`src/rtl/zrl_pkg.sv`:
```
package zrl_pkg;
    typedef enum logic [2:0] {
        S_LOAD,
        S_START,
        S_RUN,
        S_EMV,
        S_EMC,
        S_PAD
    } phase_e;
endpackage

```
`src/rtl/zrl_zigzag_map.sv`:
```
module zrl_zigzag_map #(
    parameter int SIDE = 8,
    localparam int NUM = SIDE * SIDE,
    localparam int AW = $clog2(NUM)
) (
    input  logic [AW-1:0] zz_idx,
    output logic [AW-1:0] buf_addr
);
    // walk the anti-diagonals step by step and return the raster address
    function automatic int walk(input int k);
        int r;
        int c;
        r = 0;
        c = 0;
        for (int s = 0; s < k; s++) begin
            if (((r + c) % 2) == 0) begin
                if (c == SIDE - 1) r++;
                else if (r == 0) c++;
                else begin r--; c++; end
            end else begin
                if (r == SIDE - 1) c++;
                else if (c == 0) r++;
                else begin r++; c--; end
            end
        end
        return r * SIDE + c;
    endfunction

    logic [AW-1:0] lut [NUM];

    for (genvar k = 0; k < NUM; k++) begin : g_lut
        assign lut[k] = AW'(walk(k));
    end

    assign buf_addr = lut[zz_idx];
endmodule

```
`src/rtl/zrl_blk_buf.sv`:
```
module zrl_blk_buf #(
    parameter int W = 12,
    parameter int DEPTH = 64,
    localparam int AW = $clog2(DEPTH)
) (
    input  logic          clk,
    input  logic          we,
    input  logic [AW-1:0] waddr,
    input  logic [W-1:0]  wdata,
    input  logic [AW-1:0] raddr,
    output logic [W-1:0]  rdata
);
    logic [W-1:0] mem_q [DEPTH];

    always_ff @(posedge clk) begin
        if (we) mem_q[waddr] <= wdata;
    end

    assign rdata = mem_q[raddr];
endmodule

```
`src/rtl/zrl_top.sv`:
```
module zrl_top #(
    parameter int COEF_W = 12,
    parameter int SIDE = 8
) (
    input  logic              clk,
    input  logic              rst_n,
    input  logic              in_valid,
    output logic              in_ready,
    input  logic [COEF_W-1:0] in_data,
    output logic              out_valid,
    input  logic              out_ready,
    output logic [COEF_W-1:0] out_data,
    output logic              out_last
);
    import zrl_pkg::*;

    localparam int NUM   = SIDE * SIDE;
    localparam int AW    = $clog2(NUM);
    localparam int KW    = AW + 1;
    localparam int FRAME = 2 * NUM;
    localparam int OW    = $clog2(FRAME);

    typedef struct packed {
        phase_e            st;
        logic [KW-1:0]     wr_idx;
        logic [KW-1:0]     rd_k;
        logic [COEF_W-1:0] val;
        logic [KW-1:0]     cnt;
        logic [OW-1:0]     out_idx;
    } ctl_t;

    ctl_t ctl_d, ctl_q;

    logic              wr_en;
    logic [AW-1:0]     rd_addr;
    logic [COEF_W-1:0] coef;
    logic              fire;
    logic              scan_end;

    zrl_zigzag_map #(.SIDE(SIDE)) u_map (
        .zz_idx  (ctl_q.rd_k[AW-1:0]),
        .buf_addr(rd_addr)
    );

    zrl_blk_buf #(.W(COEF_W), .DEPTH(NUM)) u_buf (
        .clk  (clk),
        .we   (wr_en),
        .waddr(ctl_q.wr_idx[AW-1:0]),
        .wdata(in_data),
        .raddr(rd_addr),
        .rdata(coef)
    );

    always_comb begin
        in_ready  = (ctl_q.st == S_LOAD);
        wr_en     = in_valid && in_ready;
        out_valid = (ctl_q.st == S_EMV) || (ctl_q.st == S_EMC) || (ctl_q.st == S_PAD);
        case (ctl_q.st)
            S_EMV:   out_data = ctl_q.val;
            S_EMC:   out_data = {{(COEF_W-KW){1'b0}}, ctl_q.cnt};
            default: out_data = '0;
        endcase
        out_last = out_valid && (ctl_q.out_idx == OW'(FRAME - 1));
        fire     = out_valid && out_ready;
        scan_end = (ctl_q.rd_k == KW'(NUM));

        ctl_d = ctl_q;
        case (ctl_q.st)
            S_LOAD: begin
                if (wr_en) begin
                    if (ctl_q.wr_idx == KW'(NUM - 1)) begin
                        ctl_d.wr_idx = '0;
                        ctl_d.st     = S_START;
                    end else begin
                        ctl_d.wr_idx = ctl_q.wr_idx + 1'b1;
                    end
                end
            end
            S_START: begin
                ctl_d.val  = coef;
                ctl_d.cnt  = KW'(1);
                ctl_d.rd_k = KW'(1);
                ctl_d.st   = S_RUN;
            end
            S_RUN: begin
                if (scan_end || (coef != ctl_q.val)) begin
                    ctl_d.st = S_EMV;
                end else begin
                    ctl_d.cnt  = ctl_q.cnt + 1'b1;
                    ctl_d.rd_k = ctl_q.rd_k + 1'b1;
                end
            end
            S_EMV: begin
                if (fire) begin
                    ctl_d.out_idx = ctl_q.out_idx + 1'b1;
                    ctl_d.st      = S_EMC;
                end
            end
            S_EMC: begin
                if (fire) begin
                    ctl_d.out_idx = ctl_q.out_idx + 1'b1;
                    if (scan_end) begin
                        ctl_d.st = out_last ? S_LOAD : S_PAD;
                    end else begin
                        ctl_d.val  = coef;
                        ctl_d.cnt  = KW'(1);
                        ctl_d.rd_k = ctl_q.rd_k + 1'b1;
                        ctl_d.st   = S_RUN;
                    end
                end
            end
            S_PAD: begin
                if (fire) begin
                    ctl_d.out_idx = ctl_q.out_idx + 1'b1;
                    if (out_last) ctl_d.st = S_LOAD;
                end
            end
            default: ctl_d.st = S_LOAD;
        endcase
    end

    always_ff @(posedge clk or negedge rst_n) begin
        if (!rst_n) begin
            ctl_q.st      <= S_LOAD;
            ctl_q.wr_idx  <= '0;
            ctl_q.rd_k    <= '0;
            ctl_q.val     <= '0;
            ctl_q.cnt     <= '0;
            ctl_q.out_idx <= '0;
        end else begin
            ctl_q <= ctl_d;
        end
    end


    hs_excl_chk: assert property (@(posedge clk) disable iff (!rst_n)
        in_ready |-> !out_valid);


    blk_close_chk: assert property (@(posedge clk) disable iff (!rst_n)
        (wr_en && ctl_q.wr_idx == KW'(NUM - 1)) |=> !in_ready);


    out_hold_chk: assert property (@(posedge clk) disable iff (!rst_n)
        (out_valid && !out_ready) |=> (out_valid && $stable(out_data)));


    last_reopen_chk: assert property (@(posedge clk) disable iff (!rst_n)
        (fire && out_last) |=> (in_ready && !out_valid));


    cnt_range_chk: assert property (@(posedge clk) disable iff (!rst_n)
        (ctl_q.st == S_EMC) |-> (ctl_q.cnt != '0 && ctl_q.cnt <= KW'(NUM)));
endmodule

```
`config.mk`:
```
export PLATFORM = sky130hd
export DESIGN_NAME = zrl_top
export DESIGN_NICKNAME = d
export VERILOG_FILES = /design/src/rtl/zrl_pkg.sv /design/src/rtl/zrl_zigzag_map.sv /design/src/rtl/zrl_blk_buf.sv /design/src/rtl/zrl_top.sv
export SDC_FILE = /design/constraint.sdc
export NUM_CORES = 1
export LEC_CHECK = 0
export BUFFER_PORTS_ARGS = -buffer_cell sky130_fd_sc_hd__buf_4
export CORE_MARGIN = 2
export CORE_UTILIZATION = 63
export DETAILED_ROUTE_END_ITERATION = 7
export PLACE_DENSITY = 0.88
export SLEW_MARGIN = 25
export SYNTH_ARGS = -nofsm -noshare
export SYNTH_HDL_FRONTEND = slang
export SYNTH_HIERARCHICAL = 1
export SYNTH_SLANG_ARGS = --single-unit
```
`constraint.sdc`:
```
create_clock -name clk -period 7.13 [get_ports clk]
set_input_delay 0.3565 -clock clk [delete_from_list [all_inputs] [get_ports clk]]
set_output_delay 0.3565 -clock clk [all_outputs]
set_load 0.05 [all_outputs]
```
==> key figures, run 1 <==
STA
  • Setup_tns: 0 ps
  • Final count of negative-setup-slack endpoints: 0
  • F_max: 160 MHz
  • Final number of hold-violating endpoints: 0
  • Worst Max-Slew Pin Slew: 1020 ps
  • Worst Skew: 31.5 ps
  • RSZ-0062 raised after global routing: false
  • Final period utilization: 0.877
  • Min Tclk post-route: 6250 ps
  • Relative max-transition margin: 0.315
  • Max Transition Viols Final: 0

Critical path
  • Maximum fanout encountered on the critical timing path: 47
  • Critical Path RT: 7650 ps
  • Data arrival at the endpoint of the critical path: 6770 ps
  • Endpoint kind of the worst setup timing path: flop
  • Startpoint type of the worst setup path: flop
  • Worst setup path category: flop to flop

Outcome
  • Outcome: complete, no violations

GRT
  • Total routing resource utilization after global routing: 0.308
  • Remaining global-route overflow: 0
  • Initial antenna violation count: 1
  • Via count of the first global-routing pass: 17.8k
  • First-pass GRT wire length: 120 mm
  • Pin count of the biggest net entering global routing: 85

Synthesis
  • Cell count after synthesis: 1,685
  • Post-synth EDFFs: 768
  • Area of the mapped netlist: 32,900 um2
  • Synth unique cells: 66
  • Yosys warning count: 6
  • Primary FF master, synth: sky130_fd_sc_hd__edfxtp_1
  • Synth Register Bits: 811
  • Async SR Flop Fraction: 0.0530
  • Sequential share of the synthesized area: 0.735
  • Net count after synthesis: 1,719
  • Mean instance size in the synthesized netlist: 19.5 um2

Floorplan
  • I/O pin total: 31
  • Core area: 51,400 um2
  • # rows: 83
  • Initial Utilization: 0.639
  • Die outline width: 232 um
  • Die ar.: 54,000 um2
  • Vert. Die Dim: 232 um

Clock network
  • Post-CTS setup buffer count: 0
  • Post-cts resize count: 0
  • Clock sink count: 811
  • Quantity of hold-fixing buffers added after cts: 1
  • Number of levels in the clock H-tree: 3
  • Clock network latency to the later pin of the worst-skew pair: 630 ps
  • CTS tree: built
  • Clock transition time at the flip-flop clock pins of the worst setup and hold paths: 70 ps
  • Buffers from clock root to sink, at most: 3
  • Clock buffer count from CTS: 78
  • Buffer cell driving the clock tree root: sky130_fd_sc_hd__clkbuf_16

Detailed routing
  • Routed len/inst: 32.4 um
  • Ratio of routed vias to standard cells: 7.20
  • Remaining DRCs: 0
  • Initial detailed-routing violation count: 2,570
  • Number of nets with antenna violations after detailed routing: 0
  • Routed wire length: 80.8 mm
  • First-pass iteration count of the detailed router: 7
  • Vias after detailed routing: 17.9k

Layout
  • Fill count: 2,779
  • Antenna diode count: 0
  • Finished Layout Cells: 2,489
  • Area of combinational cells with multiple inputs: 8280 um2
  • Seq. cell area: 24,100 um2
  • Nets@finish: 1,779
  • Ratio of cells with drive above 1 in the final layout: 0.258
  • Layout Area Growth over Synthesis: 11.2%

Placed design
  • HPWL after detailed placement: 44.7 mm
  • Gp weighted congestion: 0.905
  • Number of placed instances, taps included: 2,344
  • PortBufs: 30

Pwr
  • Static Leakage: 0.0114 uW
  • Sequential share of power: 0.325
  • IR drop worst, VDD: 0.657 mV
  • Sw Share: 0.358
  • Clock Power Share: 0.242
  • Total power per unit cell area: 472 nW/um2
  • Logic pwr share: 0.433
  • Sw power: 6180 uW
  • Internal power consumption: 11,100 uW

Job
  • Max Cap Violations: 0

Min path
  • Hold/Removal Path Class: primary input to flop
[synthesized netlist by cell type, types with 14 or more instances]
cell type	count	share of area
sky130_fd_sc_hd__a211oi_1	19	0.0043
sky130_fd_sc_hd__a21oi_1	23	0.0035
sky130_fd_sc_hd__a22o_1	15	0.0040
sky130_fd_sc_hd__buf_2	22	0.0034
sky130_fd_sc_hd__buf_6	17	0.0058
sky130_fd_sc_hd__clkbuf_1	40	0.0046
sky130_fd_sc_hd__dfrtp_1	43	0.033
sky130_fd_sc_hd__edfxtp_1	768	0.70
sky130_fd_sc_hd__ha_1	18	0.0069
sky130_fd_sc_hd__inv_1	18	0.0021
sky130_fd_sc_hd__mux2_2	22	0.0075
sky130_fd_sc_hd__mux2i_1	25	0.0076
sky130_fd_sc_hd__mux4_2	193	0.13
sky130_fd_sc_hd__nand2_1	39	0.0045
sky130_fd_sc_hd__nand2b_1	29	0.0055
sky130_fd_sc_hd__nand3_1	26	0.0040
sky130_fd_sc_hd__nor2_1	98	0.011
sky130_fd_sc_hd__nor2b_1	19	0.0036
sky130_fd_sc_hd__nor3_1	14	0.0021
sky130_fd_sc_hd__o21ai_0	26	0.0040
sky130_fd_sc_hd__o221ai_1	16	0.0043
sky130_fd_sc_hd__o22ai_1	31	0.0059
sky130_fd_sc_hd__xnor2_1	20	0.0053
[registers in the layout, summed over array words and instances, names as in the netlist]
name / cells
u_buf/mem_q: 768
ctl_q: 43
[layout make-up]
| class | instances | share of cell area |
|---|---|---|
| sequential | 811 | 0.660 |
| multi-input combinational | 759 | 0.227 |
| clock buffer | 96 | 0.0555 |
| tap | 680 | 0.0233 |
| timing repair buffer | 74 | 0.0173 |
| clock inverter | 48 | 0.0147 |
| inverter | 21 | 0.00216 |
[per-stage QoR]
stage,worst slack [ps],area (um2),utilization,power (uW),hold slack [ps]
4_1_cts,852,36500,0.711,17200,108
3_5_place_dp,1120,34000,0.661,12800,396
5_1_grt,531,36600,0.711,17800,134
6_report,879,36600,0.711,17300,133
2_1_floorplan,2160,32900,-,11000,60.9
3_3_place_gp,1170,33800,0.658,12600,392
[kinds of logic (layout without fill, tap and decap cells)]
family,Yosys count,after routing,synth area share
buffers and inverters,115,239,0.0192
AOI/OAI and AO/OA,206,206,0.0447
xor gates and xnor gates,21,21,0.00560
DFF,811,811,0.735
adders and majority gates,18,18,0.00685
and+or+nand+nor,273,273,0.0412
muxes,241,241,0.148
[layout by cell type (no fill, tap or decap), types with 19 or more instances in the layout]
master,count
sky130_fd_sc_hd__edfxtp_1,768
sky130_fd_sc_hd__buf_4,67
sky130_fd_sc_hd__nand3_1,26
sky130_fd_sc_hd__o21ai_0,25
sky130_fd_sc_hd__nand2b_1,29
sky130_fd_sc_hd__nand2_1,39
sky130_fd_sc_hd__a211oi_1,19
sky130_fd_sc_hd__dfrtp_1,42
sky130_fd_sc_hd__xnor2_1,20
sky130_fd_sc_hd__nor2b_1,19
sky130_fd_sc_hd__mux4_2,193
sky130_fd_sc_hd__o22ai_1,30
sky130_fd_sc_hd__nor2_2,48
sky130_fd_sc_hd__nor2_1,50
sky130_fd_sc_hd__mux2i_1,25
sky130_fd_sc_hd__a21oi_1,20
sky130_fd_sc_hd__mux2_2,22
sky130_fd_sc_hd__clkbuf_16,78
[worst max-delay path: stages (launching register included)]
cell and delay (ps):
sky130_fd_sc_hd__dfrtp_1 580, sky130_fd_sc_hd__inv_1 200, sky130_fd_sc_hd__ha_1 460, sky130_fd_sc_hd__mux2i_1 110, sky130_fd_sc_hd__mux2i_1 160, sky130_fd_sc_hd__a221oi_1 140, sky130_fd_sc_hd__a311oi_4 320, sky130_fd_sc_hd__buf_12 290
sky130_fd_sc_hd__buf_12 370, sky130_fd_sc_hd__mux4_2 600, sky130_fd_sc_hd__nor2b_1 180, sky130_fd_sc_hd__a221o_1 280, sky130_fd_sc_hd__a311oi_1 540, sky130_fd_sc_hd__o31ai_1 200, sky130_fd_sc_hd__xnor2_1 210, sky130_fd_sc_hd__nand4_1 110
sky130_fd_sc_hd__or4_4 680, sky130_fd_sc_hd__o311a_1 390, sky130_fd_sc_hd__a211o_1 280
[worst paths after layout]
check / from / to / slack (ps) / cells past startpoint
hold reg to reg: ctl_q[6]$_DFFE_PN0P_ / ctl_q[6]$_DFFE_PN0P_ / 490 / 1
min in group asynchronous: rst_n / ctl_q[31]$_DFFE_PN0P_ / 270 / 2
hold / removal: out_ready / ctl_q[41]$_DFFE_PN0P_ / 130 / 3
max in group asynchronous: rst_n / ctl_q[28]$_DFFE_PN0P_ / 6440 / 2
setup reg to reg: ctl_q[27]$_DFFE_PN0P_ / ctl_q[11]$_DFFE_PN0P_ / 880 / 18
setup / recovery: ctl_q[27]$_DFFE_PN0P_ / ctl_q[11]$_DFFE_PN0P_ / 880 / 18
[power groups by stage]
stage / Sequential, uW / Clock (uW) / Combinational (uW)
3_5_place_dp: 5690 / 0 / 7110
5_1_grt: 5620 / 4390 / 7760
4_1_cts: 5600 / 4220 / 7350
6_report: 5620 / 4180 / 7470
3_3_place_gp: 5680 / 0 / 6920
2_1_floorplan: 5540 / 0 / 5480
[per-layer routing]
layer  up-vias  track usage  wire (um)
li1       7089            -          -
met1      9156        0.422      28200
met2      1436        0.480      39100
met3       247       0.0754       9730
met4         2        0.136       3760
met5         -            0         13
No activity file was read; power rests on OpenSTA's default activity.
==> run 2, diff against run 1 <==
- CORE_UTILIZATION: 63 -> 55
- PLACE_DENSITY: 0.88 -> 0.8
- SKIP_CTS_REPAIR_TIMING: unset -> 1
==> run 2 against run 1 <==
Compared with the run above: final cell count grew 4.2%; register-to-register slack worse by 280 ps; maximum frequency fell by 4.3%.
==> key figures, run 2 (same netlist as run 1, synthesis figures left out) <==
Outcome
  • Outcome: complete, no violations

GRT
  • Most used routing layer: met2
  • Total routing resource utilization after global routing: 0.249 (-0.0592)
  • Pin count of the biggest net entering global routing: 65 (-24%)
  • First-pass GRT wire length: 114 mm (-4.3%)
  • Initial antenna violation count: 1 (unchanged)
  • Remaining global-route overflow: 0 (unchanged)
  • Global Route met3 Usage: 0.0478 (-0.0275)
  • Global routing usage on met1: 0.353 (-0.0686)
  • Via count of the first global-routing pass: 17.4k (-2.2%)
  • Met2 Track Usage GR: 0.390 (-0.0896)

Pwr
  • IR drop worst, VDD: 0.390 mV (-41%)
  • Static Leakage: 0.0115 uW (+0.76%)
  • Total chip power: 17,100 uW (-1.1%)
  • Total power per unit cell area: 465 nW/um2 (-1.5%)

Critical path
  • Worst Reg-to-Reg Cells: 15 (-3)
  • Maximum fanout encountered on the critical timing path: 35 (-26%)
  • Startpoint type of the worst setup path: flop
  • Worst setup path category: flop to flop
  • Data arrival at the endpoint of the critical path: 7040 ps (+270 ps)
  • Endpoint kind of the worst setup timing path: flop
  • Critical Path RT: 7640 ps (about the same)

Placed design
  • Cell Area, Placed: 34,100 um2 (+0.48%)
  • Worst slack after detailed placement: 694 ps (-422 ps)
  • Gp weighted congestion: 0.848 (-6.3%)
  • HPWL after detailed placement: 44.6 mm (-0.32%)
  • PortBufs: 30 (unchanged)

Clock network
  • CTS tree: built
  • Clock sink count: 811 (unchanged)
  • Number of levels in the clock H-tree: 3 (unchanged)
  • Clock buffer count from CTS: 79 (+1.3%)
  • Clock transition time at the flip-flop clock pins of the worst setup and hold paths: 60 ps (about the same)
  • Clock network latency to the later pin of the worst-skew pair: 640 ps (about the same)
  • Buffer cell driving the clock tree root: sky130_fd_sc_hd__clkbuf_16
  • Buffers from clock root to sink, at most: 3 (unchanged)

STA
  • F_max: 153 MHz (-4.3%)
  • RSZ-0062 raised after global routing: false
  • Max Transition Viols Final: 0 (unchanged)
  • Worst Skew: 23.5 ps (-7.99 ps)
  • Relative max-transition margin: 0.253 (-0.0621)
  • Min Tclk post-route: 6530 ps (+283 ps)
  • Final number of hold-violating endpoints: 0 (unchanged)
  • Final period utilization: 0.916 (+0.0396)
  • Worst setup margin: 596 ps (-283 ps)
  • Setup_tns: 0 ps (unchanged)
  • Final count of negative-setup-slack endpoints: 0 (unchanged)
  • Worst Max-Slew Pin Slew: 1110 ps (+93.3 ps)

Layout
  • Largest register by flop count: u_buf/mem_q
  • Nets@finish: 1,794 (+0.84%)
  • Commonest non-fill, non-tap cells in the layout: 768 x sky130_fd_sc_hd__edfxtp_1, 193 x sky130_fd_sc_hd__mux4_2, 82 x sky130_fd_sc_hd__buf_4
  • Layout Area Growth over Synthesis: 11.7%
  • Antenna diode count: 0 (unchanged)
  • Most common cell after layout, fill and taps aside: sky130_fd_sc_hd__edfxtp_1
  • Fill count: 3,900 (+40%)
  • Ratio of cells with drive above 1 in the final layout: 0.255 (-0.00280)
  • Number of flip-flops under the largest register name: 768 (unchanged)
  • Final design area excluding fillers: 36,700 um2 (+0.41%)
  • Leading registers by flop count: u_buf/mem_q: 768 flops, ctl_q: 43 flops

Detailed routing
  • First-pass iteration count of the detailed router: 6 (-1)
  • Routed wire length: 76.6 mm (-5.1%)
  • Ratio of routed vias to standard cells: 6.77 (-6.0%)
  • Remaining DRCs: 0 (unchanged)
  • Initial detailed-routing violation count: 2,393 (-6.9%)
  • Routed len/inst: 29.5 um (-9.0%)
  • Vias after detailed routing: 17.6k (-2.0%)
  • Number of nets with antenna violations after detailed routing: 0 (unchanged)

Floorplan
  • Die outline width: 248 um (+6.9%)
  • I/O pin total: 31 (unchanged)
  • Vert. Die Dim: 248 um (+6.9%)
  • Initial Utilization: 0.557 (-0.0825)
  • Core area: 59,000 um2 (+15%)
  • # rows: 89 (+7.2%)
  • Die ar.: 61,700 um2 (+14%)

Min path
  • Hold/Removal Path Class: primary input to flop
  • Cell depth of the worst min-delay path: 3 (unchanged)

Job
  • Max Cap Violations: 0 (unchanged)
run 2: critical path: stages, from the launching register on:
cell,delay [ps]
sky130_fd_sc_hd__dfrtp_1,1020
sky130_fd_sc_hd__inv_2,220
sky130_fd_sc_hd__ha_1,370
sky130_fd_sc_hd__o21ai_0,190
sky130_fd_sc_hd__o21ai_0,120
sky130_fd_sc_hd__o21ai_2,620
sky130_fd_sc_hd__buf_4,400
sky130_fd_sc_hd__or2_2,330
sky130_fd_sc_hd__o22ai_1,160
sky130_fd_sc_hd__a211oi_1,960
sky130_fd_sc_hd__a32o_1,360
sky130_fd_sc_hd__xnor2_1,130
sky130_fd_sc_hd__nand4_1,120
sky130_fd_sc_hd__or4_4,690
sky130_fd_sc_hd__o311a_1,390
sky130_fd_sc_hd__a211o_1,280
run 2: layout make-up:
type / count / area [um2] / share of cell area
tap: 773 / 967 / 0.0264
timing repair buffer: 88 / 726 / 0.0198
clock buffer: 93 / 2070 / 0.0565
inverter: 21 / 78.8 / 0.00215
multi-input combinational: 759 / 8230 / 0.224
clock inverter: 49 / 489 / 0.0133
sequential: 811 / 24100 / 0.658
run 2: power by group:
group / total, uW / internal, uW / leakage, uW / switching, uW
clock network: 4140 / 2380 / 0.00126 / 1760
registers: 5610 / 5350 / 0.00745 / 260
logic: 7320 / 3300 / 0.00279 / 4010
total: 17100 / 11000 / 0.0115 / 6030
run 2: through the flow:
step | hold WS, ps | util | std cells
finish | 92.8 | 0.622 | 2594
global route | 91.5 | 0.622 | 2594
CTS | -288 | 0.621 | 2593
floorplan | 60.9 | - | 1685
global placement | 376 | 0.577 | 2451
detailed placement | 388 | 0.578 | 2451
run 2: layer usage:
layer	vias up	part of all wire
met1	9128	0.38
met4	0	0.038
met5	-	0
li1	7104	-
met3	190	0.10
met2	1149	0.48
run 2: path summary, 6_finish.rpt:
kind	from	to	slack [ps]
setup / recovery	ctl_q[28]$_DFFE_PN0P_	ctl_q[11]$_DFFE_PN0P_	600
hold / removal	out_ready	ctl_q[41]$_DFFE_PN0P_	90
setup reg to reg	ctl_q[28]$_DFFE_PN0P_	ctl_q[11]$_DFFE_PN0P_	600
hold reg to reg	ctl_q[5]$_DFFE_PN0P_	ctl_q[5]$_DFFE_PN0P_	470
max in group asynchronous	rst_n	ctl_q[21]$_DFFE_PN0P_	6460
min in group asynchronous	rst_n	ctl_q[2]$_DFFE_PN0P_	270
